<file path="config.mk">
export PLATFORM = sky130hd
export DESIGN_NAME = sdram_bringup
export DESIGN_NICKNAME = d
export VERILOG_FILES = /design/src/rtl/sdram_bringup_pkg.sv /design/src/rtl/sbu_gap_timer.sv /design/src/rtl/sbu_cmd_drive.sv /design/src/rtl/sdram_bringup.sv
export SDC_FILE = /design/constraint.sdc
export NUM_CORES = 1
export LEC_CHECK = 0
export ABC_AREA = 1
export ABC_CLOCK_PERIOD_IN_PS = 1200
export BUFFER_PORTS_ARGS = -buffer_cell sky130_fd_sc_hd__buf_4
export CAP_MARGIN = 20
export CORE_MARGIN = 1
export CORE_UTILIZATION = 51
export DETAILED_ROUTE_END_ITERATION = 12
export PLACE_DENSITY = 0.71
export SYNTH_ARGS = -nofsm -noshare
export SYNTH_HDL_FRONTEND = slang
export SYNTH_HIERARCHICAL = 1
export SYNTH_SLANG_ARGS = --single-unit
</file>
<file path="constraint.sdc">
create_clock -name clk -period 1.2 [get_ports clk]
set_input_delay 0.18 -clock clk [delete_from_list [all_inputs] [get_ports clk]]
set_output_delay 0.18 -clock clk [all_outputs]
set_load 0.005 [all_outputs]
</file>
<file path="src/rtl/sdram_bringup_pkg.sv">
package sdram_bringup_pkg;
  // Command code on {cs_n, ras_n, cas_n, we_n}
  typedef enum logic [3:0] {
    CMD_LMR = 4'b0000,
    CMD_REF = 4'b0001,
    CMD_PRE = 4'b0010,
    CMD_NOP = 4'b0111
  } sdr_cmd_e;

  typedef enum logic [3:0] {
    ST_WAIT,
    ST_PRE,
    ST_GAP_PRE,
    ST_REF1,
    ST_GAP_REF1,
    ST_REF2,
    ST_GAP_REF2,
    ST_LMR,
    ST_GAP_LMR,
    ST_DONE
  } seq_state_e;
endpackage

</file>
<file path="src/rtl/sbu_gap_timer.sv">
module sbu_gap_timer #(
  parameter int CNT_W   = 8,
  parameter int RST_VAL = 0
) (
  input  logic             clk,
  input  logic             rst,
  input  logic             load,
  input  logic [CNT_W-1:0] load_val,
  output logic             zero
);
  logic [CNT_W-1:0] cnt_q;

  always_ff @(posedge clk) begin
    if (rst)             cnt_q <= CNT_W'(RST_VAL);
    else if (load)       cnt_q <= load_val;
    else if (cnt_q != 0) cnt_q <= cnt_q - 1'b1;
  end

  assign zero = (cnt_q == '0);
endmodule

</file>
<file path="src/rtl/sbu_cmd_drive.sv">
module sbu_cmd_drive
  import sdram_bringup_pkg::*;
#(
  parameter int ADDR_W = 13,
  parameter int BANK_W = 2
) (
  input  logic              clk,
  input  logic              rst,
  input  sdr_cmd_e          cmd,
  input  logic [ADDR_W-1:0] addr_in,
  input  logic              done_in,
  output logic              sd_cke,
  output logic              sd_cs_n,
  output logic              sd_ras_n,
  output logic              sd_cas_n,
  output logic              sd_we_n,
  output logic [ADDR_W-1:0] sd_addr,
  output logic [BANK_W-1:0] sd_ba,
  output logic              init_done
);
  always_ff @(posedge clk) begin
    if (rst) begin
      {sd_cs_n, sd_ras_n, sd_cas_n, sd_we_n} <= CMD_NOP;
      sd_addr   <= '0;
      sd_ba     <= '0;
      init_done <= 1'b0;
      sd_cke    <= 1'b1;
    end else begin
      {sd_cs_n, sd_ras_n, sd_cas_n, sd_we_n} <= cmd;
      sd_addr   <= addr_in;
      sd_ba     <= '0;
      init_done <= done_in;
      sd_cke    <= 1'b1;
    end
  end
endmodule

</file>
<file path="src/rtl/sdram_bringup.sv">
module sdram_bringup
  import sdram_bringup_pkg::*;
#(
  parameter int          ADDR_W      = 13,
  parameter int          BANK_W      = 2,
  parameter int          POWERUP_CYC = 5000,
  parameter int          TRP_CYC     = 2,
  parameter int          TRFC_CYC    = 4,
  parameter int          TMRD_CYC    = 2,
  parameter logic [11:0] MODE_VAL    = 12'h032
) (
  input  logic              clk,
  input  logic              rst,
  output logic              sd_cke,
  output logic              sd_cs_n,
  output logic              sd_ras_n,
  output logic              sd_cas_n,
  output logic              sd_we_n,
  output logic [ADDR_W-1:0] sd_addr,
  output logic [BANK_W-1:0] sd_ba,
  output logic              init_done
);
  // Gaps shorter than two clocks are raised to two.
  localparam int TRP_E  = (TRP_CYC  < 2) ? 2 : TRP_CYC;
  localparam int TRFC_E = (TRFC_CYC < 2) ? 2 : TRFC_CYC;
  localparam int TMRD_E = (TMRD_CYC < 2) ? 2 : TMRD_CYC;
  localparam int PUP_E  = (POWERUP_CYC < 1) ? 1 : POWERUP_CYC;
  localparam int MAX_A  = (PUP_E > TRP_E) ? PUP_E : TRP_E;
  localparam int MAX_B  = (TRFC_E > TMRD_E) ? TRFC_E : TMRD_E;
  localparam int MAX_C  = (MAX_A > MAX_B) ? MAX_A : MAX_B;
  localparam int CNT_W  = $clog2(MAX_C + 1);
  localparam int PRE_BIT = 10;

  seq_state_e        st_q, st_d;
  sdr_cmd_e          cmd_c;
  logic [ADDR_W-1:0] addr_c;
  logic              t_load, t_zero;
  logic [CNT_W-1:0]  t_val;

  always_ff @(posedge clk) begin
    if (rst) st_q <= ST_WAIT;
    else     st_q <= st_d;
  end

  always_comb begin
    st_d   = st_q;
    cmd_c  = CMD_NOP;
    addr_c = '0;
    t_load = 1'b0;
    t_val  = '0;
    unique case (st_q)
      ST_WAIT:     if (t_zero) st_d = ST_PRE;
      ST_PRE: begin
        cmd_c          = CMD_PRE;
        addr_c[PRE_BIT] = 1'b1;
        t_load         = 1'b1;
        t_val          = CNT_W'(TRP_E - 2);
        st_d           = ST_GAP_PRE;
      end
      ST_GAP_PRE:  if (t_zero) st_d = ST_REF1;
      ST_REF1: begin
        cmd_c  = CMD_REF;
        t_load = 1'b1;
        t_val  = CNT_W'(TRFC_E - 2);
        st_d   = ST_GAP_REF1;
      end
      ST_GAP_REF1: if (t_zero) st_d = ST_REF2;
      ST_REF2: begin
        cmd_c  = CMD_REF;
        t_load = 1'b1;
        t_val  = CNT_W'(TRFC_E - 2);
        st_d   = ST_GAP_REF2;
      end
      ST_GAP_REF2: if (t_zero) st_d = ST_LMR;
      ST_LMR: begin
        cmd_c       = CMD_LMR;
        addr_c[11:0] = MODE_VAL;
        t_load      = 1'b1;
        t_val       = CNT_W'(TMRD_E - 2);
        st_d        = ST_GAP_LMR;
      end
      ST_GAP_LMR:  if (t_zero) st_d = ST_DONE;
      ST_DONE:     st_d = ST_DONE;
      default:     st_d = ST_WAIT;
    endcase
  end

  sbu_gap_timer #(.CNT_W(CNT_W), .RST_VAL(PUP_E - 1)) timer_i (
    .clk(clk), .rst(rst), .load(t_load), .load_val(t_val), .zero(t_zero)
  );

  sbu_cmd_drive #(.ADDR_W(ADDR_W), .BANK_W(BANK_W)) drive_i (
    .clk(clk), .rst(rst), .cmd(cmd_c), .addr_in(addr_c),
    .done_in(st_q == ST_DONE),
    .sd_cke(sd_cke), .sd_cs_n(sd_cs_n), .sd_ras_n(sd_ras_n),
    .sd_cas_n(sd_cas_n), .sd_we_n(sd_we_n), .sd_addr(sd_addr),
    .sd_ba(sd_ba), .init_done(init_done)
  );
endmodule

</file>
Yosys cells after proc, flatten, opt, wreduce, memory -nomap -nowiden

Index checks and enable logic that the tools add are counted.

Equal/unequal tests: 14
Mux-type cells: 13
Reductions and logical operators: 7
$add $sub $neg: 1

Operators with widths:

| kind                                                                   | number |
|---|---|
| 4-bit case mux with 10 select lines                                    | 1 |
| 13-bit 2-to-1 mux                                                      | 2 |
| 4-bit 2-to-1 mux                                                       | 5 |
| 4-bit by 3-bit equality test with 1-bit output (second input constant) | 4 |
| 13-bit zero test                                                       | 1 |
| 13-bit nonzero test                                                    | 1 |
| 13-bit by 1-bit subtractor with 13-bit output (second input constant)  | 1 |
| 2-bit inequality test (second input constant)                          | 5 |
| 3-bit case mux with 3 select lines                                     | 1 |
| 4-bit by 2-bit equality test with 1-bit output (second input constant) | 2 |
| 4-bit equality test (second input constant)                            | 2 |
| 6-bit 2-to-1 mux                                                       | 1 |
| 5-bit AND reduction                                                    | 1 |
| 4-bit by 1-bit equality test with 1-bit output (second input constant) | 1 |
| 4-bit zero test                                                        | 1 |
| 4-bit OR reduction                                                     | 1 |
| 1-bit 2-to-1 mux                                                       | 2 |
| 2-bit 2-to-1 mux                                                       | 1 |
| 2-bit nonzero test                                                     | 1 |
| 2-bit OR reduction                                                     | 1 |

Bits in registers: 35
Logic and storage cells: 44
Output and inout bits: 21
Input bits: 2

Longest topological paths before layout

Gate-level depths: netlist of the first run.

Depth in word-level cells: 4
Depth in mapped cells: 10
Gate-level depth less buffers: 9

Modules after synthesis

Netlist of the first run, hierarchy kept.

Modules (own cells, without submodules):

| module        | times used | area each (sq um) | cells each | sequential area each (sq um) |
|---|---|---|---|---|
| sbu_gap_timer | 1          | 817.0             | 127        | 260.2 |
| sbu_cmd_drive | 1          | 563.0             | 62         | 360.3 |
| sdram_bringup | 1          | 247.7             | 38         | 80.1 |

Worst setup path after synthesis of the first run

No wires, ideal clock.

Path kind: register to register
Start: register st_q[3]
End: register timer_i.cnt_q[3]
Data required time: 1.072 ns
Clock period less this slack: 1.358 ns
Buffers on the path: 2
Arrival time: 1.231 ns
Cell stages (with the launch flop): 10
Path slack: -0.158 ns
Setup time: 0.128 ns
Path through: dfxtp_1 inv_2 nand2_2 inv_4 buf_2 inv_1 buf_2 nand3_1 o211ai_1 nor2_1

Word-level cells in the longest chain between the ends: 4
Elaborated cells on any way between the ends: 8
Classes of those cells: eq/ne: 4; mux: 2; reduce/logical: 2

RTL lines:

| element                                                                      | line                | text |
|---|---|---|
| start: declaration                                                           | sdram_bringup.sv:34 | `seq_state_e st_q, st_d;` |
| start signal: assignment                                                     | sdram_bringup.sv:42 | `else st_q <= st_d;` |
| 4-bit by 1-bit equality test with 1-bit output, or another cell as far along | sdram_bringup.sv:51 | `unique case (st_q)` |
| 4-bit OR reduction (no line) *                                               | n/a                 |  |
| 1-bit 2-to-1 mux *                                                           | sdram_bringup.sv:51 |  |
| via t_load                                                                   | sdram_bringup.sv:37 | `logic t_load, t_zero;` |
| 13-bit 2-to-1 mux or 2-bit nonzero test (tied branches)                      | n/a                 |  |
| end signal: assignment                                                       | sbu_gap_timer.sv:14 | `if (rst) cnt_q <= CNT_W'(RST_VAL);` |
| end signal: assignment                                                       | sbu_gap_timer.sv:15 | `else if (load) cnt_q <= load_val;` |
| end signal: assignment                                                       | sbu_gap_timer.sv:16 | `else if (cnt_q != 0) cnt_q <= cnt_q - 1'b1;` |
| end: declaration                                                             | sbu_gap_timer.sv:11 | `logic [CNT_W-1:0] cnt_q;` |

The timed path passes the listed nets; every way through them passes the cells marked *.
A chain may end at the register's enable or synchronous reset.

Worst setup path in the final report of the first run

Start: register timer_i.cnt_q[1]
End: register timer_i.cnt_q[12]

Word-level cells in the longest chain between the ends: 3
Elaborated cells on any way between the ends: 5
Classes of those cells: add/sub: 1; mux: 2; reduce/logical: 2

RTL lines:

| element                                       | line |
|---|---|
| 13-bit by 1-bit subtractor with 13-bit output | sbu_gap_timer.sv:16 |
| 13-bit 2-to-1 mux                             | sbu_gap_timer.sv:16 |
| 13-bit 2-to-1 mux                             | sbu_gap_timer.sv:15 |

Several ways; a longest one is shown, not always the timed one. The select of a mux whose other input is x is not followed.

==> impl_metrics.tcl, run 1 <==
set metrics [dict create \
    die_width_um 58.5 \
    post_synth_inst_count 227 \
    regToRegSetupSlack_ps -90 \
    grt_first_pass_wirelength_um 5290 \
    dp_hpwl_um 2250 \
    die_area_mm2 0.00342 \
    fmax_ghz 0.776 \
    critical-path-slowest-cell "sky130_fd_sc_hd__dfxtp_4" \
    global_route.usage.total_pct 20.7 \
    initial_drc_count 26 \
    area_delta_synth_final_pct 31.1 \
    power.density_mw_per_mm2 939 \
    synthArstFlopShare_pct 0 \
    final_routed_wirelength_um 3110 \
    layout.filler_cells 268 \
    vdd_drop_max_mv 0.591 \
    count_of_nets_after_finishing 289 \
    leakage_nw 1.03 \
    detail-route-antenna-nets 0 \
    clock_pin_slew_of_the_registers_on_the_worst_case_setup_and_hold_paths_ps 100 \
    violated_checks "setup timing" \
    critPathRequiredTime_ps 1430 \
    cp_max_fo 5 \
    synthesis.yosys.warnings 6 \
    tritoncts_num_sinks 35 \
    antenna_diode_count 0 \
    r2r_start "timer_i/cnt_q[1]" \
    number_of_enable_flip_flop_cells_after_synthesis 0 \
    rr_worst_depth 8 \
    peak_per_stage_delay_on_the_critical_path_ps 370 \
    number_of_cts_inserted_buffers 5 \
    min_path_type "in -> reg" \
    critPathTopFamily "simple AND/OR/NAND/NOR gates" \
    hold-path-cell-count 2 \
    worstSkewPairLatency_ps 330 \
    critical_path.cell_chain "inv_4 -> ha_4 -> inv_2 -> nor3_4 -> nand2_2 -> nand2_4 -> buf_4 -> o21ai_1" \
    post_dp_cell_area_mm2 0.00200 \
    fp.dieH_um 58.5 \
    clock_tree.htree_level_count 2 \
    post_synth.cell_area_avg_um2 7.17 \
    cts_root_buf "sky130_fd_sc_hd__clkbuf_4" \
    outcome "complete, but fails checks" \
    drt-vias-per-instance 4.31 \
    io_pins 23 \
    worstSetupStartpointType "flip-flop" \
    max-cap-violations 0 \
    ratio_of_cells_with_drive_above_1_in_the_final_layout_pct 33.7 \
    synth_area_mm2 0.00163 \
    setup-violations-final 13 \
    met2_wl_um 1450 \
    wirelength_met1_um 1480 \
    tritoncts "yes" \
    route.vias.total 1419 \
    number_of_buffer_and_inverter_stages_on_the_critical_path 3 \
    worst_slack_ps -88.7 \
    firstDrtPassIters 4 \
    grt_setup_unrepaired "true" \
    synth.yosys.seq_area_share_pct 43.0 \
    std_cell_rows 20 \
    initial_core_utilization_pct 53.8 \
    post-route-cell-area_mm2 0.00213 \
    top_signal_layer_used "met4" \
    antenna_violations_before_repair 0 \
    grt_pass1_vias 1289 \
    maximum_number_of_pins_on_one_net_before_global_route_repair 31 \
    core_area_mm2 0.00303 \
    min_to "drive_i/init_done" \
    cts.path.max_buffers 2 \
    startpoint_of_the_lowest_slack_hold_path "rst" \
    postSynthRegisterBits 35 \
    path_class "reg -> reg" \
    min_cycle_time_layout_ps 1290 \
    dr_wl_met3_um 112 \
    drc 0 \
    fin_worst_skew_ps 3.14 \
    final.period_utilization_pct 107 \
    timing.critical_path.to_type "flip-flop" \
    final_cell_mix "sky130_fd_sc_hd__nand2_1 (41), sky130_fd_sc_hd__buf_4 (36), sky130_fd_sc_hd__inv_1 (32)" \
    routed_wire_length_per_instance_um 9.45 \
    worst_hold_check_slack_ps 210 \
    ys.flop_type "sky130_fd_sc_hd__dfxtp_1" \
    portBuffers 19 \
    reg2reg_to "timer_i/cnt_q[12]" \
    layout_commonest_cell "sky130_fd_sc_hd__nand2_1" \
    netlist-cell-type-count 32 \
    hold_violations 0 \
    placement.setup.worst_slack_ps -90.3 \
    globalRoute.totalOverflow 0 \
    critical_path_arrival_ps 1520 \
    maxSlewViolCount 0 \
    place.gp.congestion 0.804 \
]
## cells in the mapped netlist, types with 3 or more instances
cell	n	share of area (%)
sky130_fd_sc_hd__inv_1	37	8.5
sky130_fd_sc_hd__nand2_1	47	11
sky130_fd_sc_hd__nor2_2	9	3.5
sky130_fd_sc_hd__xor2_1	3	1.6
sky130_fd_sc_hd__o211ai_1	5	2.3
sky130_fd_sc_hd__inv_2	5	1.2
sky130_fd_sc_hd__nor2_1	29	6.7
sky130_fd_sc_hd__dfxtp_1	35	43
sky130_fd_sc_hd__nand2_2	5	1.9
sky130_fd_sc_hd__nand3_1	11	3.4
sky130_fd_sc_hd__a21oi_1	8	2.5
sky130_fd_sc_hd__buf_4	3	1.4
sky130_fd_sc_hd__o21ai_0	4	1.2
sky130_fd_sc_hd__conb_1	3	0.69
## cell type report
type	instances	area, um^2	area share [%]
clock inverter	1	5.00	0.234
tap	44	55.1	2.58
inverter	44	173	8.09
clock buffer	6	51.3	2.40
sequential	35	712	33.4
timing repair buffer	37	290	13.6
multi-input combinational	162	848	39.7
## sequential cells by signal (all words and copies together), names as in the netlist
name,cells
drive_i/init_done,1
drive_i/sd_cs_n,1
drive_i/sd_ras_n,1
st_q,4
timer_i/cnt_q,13
drive_i/sd_we_n,1
drive_i/sd_addr,13
drive_i/sd_cas_n,1
## worst max path at each step
stage,startpoint,to,slack [ps],depth (start not counted)
floorplan,timer_i/cnt_q[1],st_q[0],7,9
global placement,timer_i/cnt_q[6],timer_i/cnt_q[11],-50,8
detailed placement,timer_i/cnt_q[1],timer_i/cnt_q[11],-90,9
CTS,timer_i/cnt_q[0],timer_i/cnt_q[11],-40,9
global route,timer_i/cnt_q[1],timer_i/cnt_q[11],-170,9
finish,timer_i/cnt_q[1],timer_i/cnt_q[12],-90,8
## power breakdown
part / internal, mW / switching, mW
combinational: 0.0690 / 0.0870
sequential: 1.19 / 0.0161
clock: 0.271 / 0.371
## worst reg2reg max path, stage by stage (launching register included)
cell and delay, ps:
sky130_fd_sc_hd__dfxtp_4 370, sky130_fd_sc_hd__inv_4 70, sky130_fd_sc_hd__ha_4 120, sky130_fd_sc_hd__inv_2 40, sky130_fd_sc_hd__nor3_4 160, sky130_fd_sc_hd__nand2_2 120
sky130_fd_sc_hd__nand2_4 130, sky130_fd_sc_hd__buf_4 120, sky130_fd_sc_hd__o21ai_1 70
## cell families (layout without fill, tap and decap cells)
logic type	Yosys count	after routing	synth area share [%]
and+or+nand+nor	109	109	30.2
buffers and inverters	52	88	14.1
DFF	35	35	43.0
AOI/OAI and AO/OA	22	22	8.23
xor gates and xnor gates	4	4	2.15
other	3	25	0.692
adders and majority gates	2	2	1.54
## per-stage QoR
step | setup TNS, ps | instances | power [mW] | util, %
floorplan | 0 | 249 | 1.33 | -
global placement | -451 | 321 | 1.37 | 66.0
detailed placement | -778 | 321 | 1.37 | 66.0
CTS | -211 | 328 | 2.00 | 68.8
global route | -1700 | 329 | 2.10 | 70.5
finish | -663 | 329 | 2.00 | 70.5
## timing repair
| action | 4_1_cts | 5_1_grt |
|---|---|---|
| hold endpoints to repair | 0 | 0 |
| setup endpoints to repair | 13 | 14 |
| resized for setup | 10 | 18 |
| pin swaps | 0 | 4 |
| setup buffers | 0 | 1 |
| hold buffers | 0 | 0 |
## layer usage
metal / vias up / track usage (%)
met4: 0 / 9.18
li1: 772 / -
met2: 20 / 34.0
met1: 621 / 25.4
met5: - / 0
met3: 6 / 5.93
No activity file was read; power rests on OpenSTA's default activity.
==> run 2: changes to the inputs <==
CAP_MARGIN = default   (was 20)
TNS_END_PERCENT = 1   (was default)
==> run 2 against run 1 <==
  * Utilization is 0.87 points higher
  * Wire length down 3.6%
  * Sequential power is essentially flat
  * Non-clock buffer count is 2 higher
  * Combinational power up 13%
  * Global-route usage shrank 1.1 points
  * Cell count increased by 0.61%
  * Largest power group unchanged
  * Worst setup slack better by 29 ps
  * Critical path type unchanged
  * The run still ends with setup timing left
  * Design area grew 1.2%
  * Largest cell class unchanged
==> impl_metrics.tcl, run 2 (synthesis gave the netlist of run 1 again) <==
set metrics [dict create \
    share_clk_of_total_power_pct 31.0 \
    storage_element_area_um2 712 \
    fp.dieH_um 58.5 \
    clock_pin_slew_of_the_registers_on_the_worst_case_setup_and_hold_paths_ps 90 \
    die_area_mm2 0.00342 \
    count_of_nets_after_finishing 291 \
    initial_core_utilization_pct 53.8 \
    layout.filler_cells 257 \
    worstSkewPairLatency_ps 330 \
    switching_share_pct 22.9 \
    violated_checks "setup timing" \
    grt_pass1_vias 1229 \
    min_cycle_time_layout_ps 1260 \
    final_cell_mix "sky130_fd_sc_hd__nand2_1 (41), sky130_fd_sc_hd__buf_4 (38), sky130_fd_sc_hd__inv_1 (33)" \
    dp_hpwl_um 2220 \
    antenna_diode_count 0 \
    hold_violations 0 \
    leakage_nw 1.05 \
    cts.path.max_buffers 2 \
    outcome "complete, but fails checks" \
    setup-violations-final 7 \
    route.vias.total 1402 \
    number_of_cts_inserted_buffers 5 \
    power.total_mw 2.00 \
    fmax_ghz 0.794 \
    cts_root_buf "sky130_fd_sc_hd__clkbuf_4" \
    drt-vias-per-instance 4.24 \
    total_switching_power_uw 459 \
    timing.critical_path.to_type "flip-flop" \
    detail-route-antenna-nets 0 \
    drc 0 \
    core_area_mm2 0.00303 \
    layout_commonest_cell "sky130_fd_sc_hd__nand2_1" \
    ratio_of_cells_with_drive_above_1_in_the_final_layout_pct 34.1 \
    ctsHoldBuffers 0 \
    firstDrtPassIters 4 \
    grt_first_pass_wirelength_um 5030 \
    routed_wire_length_per_instance_um 9.05 \
    critPathRequiredTime_ps 1420 \
    worst_slack_ps -59.4 \
    power.sequential.fraction_pct 60.2 \
    combPwrFrac_pct 8.8 \
    place.gp.congestion 0.770 \
    setup-tns-final_ps -260 \
    power.density_mw_per_mm2 926 \
    tritoncts_num_sinks 35 \
    global_route.usage.total_pct 19.7 \
    portBuffers 19 \
    max-cap-violations 0 \
    power.internal_mw 1.54 \
    final_routed_wirelength_um 3000 \
    antenna_violations_before_repair 0 \
    area_delta_synth_final_pct 32.7 \
    critical_path_arrival_ps 1470 \
    initial_drc_count 62 \
    tritoncts "yes" \
    globalRoute.totalOverflow 0 \
    die_width_um 58.5 \
    multi_input_area_um2 868 \
    io_pins 23 \
    clock_tree.htree_level_count 2 \
    vdd_drop_max_mv 0.636 \
    maxSlewViolCount 0 \
    maximum_number_of_pins_on_one_net_before_global_route_repair 31 \
    final.period_utilization_pct 105 \
    min_path_type "in -> reg" \
    regToRegSetupSlack_ps -60 \
    largestRegisters "drive_i/sd_addr (13), timer_i/cnt_q (13), st_q (4)" \
    grt_setup_unrepaired "true" \
    std_cell_rows 20 \
    fin_worst_skew_ps 3.93 \
    cp_max_fo 5 \
    worstSetupStartpointType "flip-flop" \
    path_class "reg -> reg" \
]
-- run 2: changes by cell type in the layout (fill, tap and decap cells not counted), moves of 2 or more --
cell and delta:
sky130_fd_sc_hd__a21oi_2 +2, sky130_fd_sc_hd__buf_4 +2, sky130_fd_sc_hd__nor2_1 +2, sky130_fd_sc_hd__nor2_2 -3, sky130_fd_sc_hd__a21oi_1 -2
-- run 2: layout make-up --
type	instances	area share, %
inverters	44	7.99
clock inverters	1	0.232
clock buffers	6	2.37
flip-flops and latches	35	32.9
well taps	44	2.55
multi-input cells	162	40.2
repair buffers	39	13.7
-- run 2: critical path: stages, from the launching register on --
cell                      delay (ps)
sky130_fd_sc_hd__dfxtp_2         350
sky130_fd_sc_hd__inv_4            70
sky130_fd_sc_hd__ha_4            120
sky130_fd_sc_hd__inv_2            40
sky130_fd_sc_hd__nor3_4          160
sky130_fd_sc_hd__nand2_1         120
sky130_fd_sc_hd__nand2_2         120
sky130_fd_sc_hd__inv_2            70
sky130_fd_sc_hd__nand2_1          70
sky130_fd_sc_hd__a21oi_2          50
-- run 2: metal layers --
layer  part of all wire [%]  track usage (%)
met1                     48             24.1
met2                     47             31.7
met3                    3.4             5.27
met4                    2.1             10.2
met5                      0                0
-- run 2: through the flow --
stage | worst slack [ps] | utilization (%) | instance area [um^2] | hold slack (ps) | std cells
finish | -59.4 | 71.4 | 2160 | 219 | 331
global route | -136 | 71.4 | 2160 | 226 | 331
CTS | -61.3 | 68.8 | 2080 | 210 | 330
detailed placement | -80.8 | 65.5 | 1980 | 530 | 321
global placement | -35.3 | 65.5 | 1980 | 497 | 321
floorplan | -16.8 | - | 1730 | 242 | 249
-- run 2: path summary, 6_finish.rpt --
kind	startpoint	cells after the start	end
worst max-delay path	timer_i/cnt_q[0]	9	timer_i/cnt_q[6]
worst min-delay path	rst	2	st_q[2]
worst max register to register	timer_i/cnt_q[0]	9	timer_i/cnt_q[6]
worst min register to register	st_q[3]	2	st_q[3]
-- run 2: power groups by stage --
stage | Clock (mW) | Sequential [mW] | Combinational, mW
2_1_floorplan | 0 | 1.23 | 0.0963
3_3_place_gp | 0 | 1.23 | 0.144
3_5_place_dp | 0 | 1.23 | 0.144
4_1_cts | 0.642 | 1.20 | 0.163
5_1_grt | 0.692 | 1.21 | 0.202
6_report | 0.621 | 1.20 | 0.176
-- run 2: repair_timing --
action	in CTS	in global routing
pin swaps	8	11
setup endpoints to repair	13	14
gates resized for setup	9	24
hold endpoints to repair	0	0
setup buffers	2	1
gates cloned	0	0
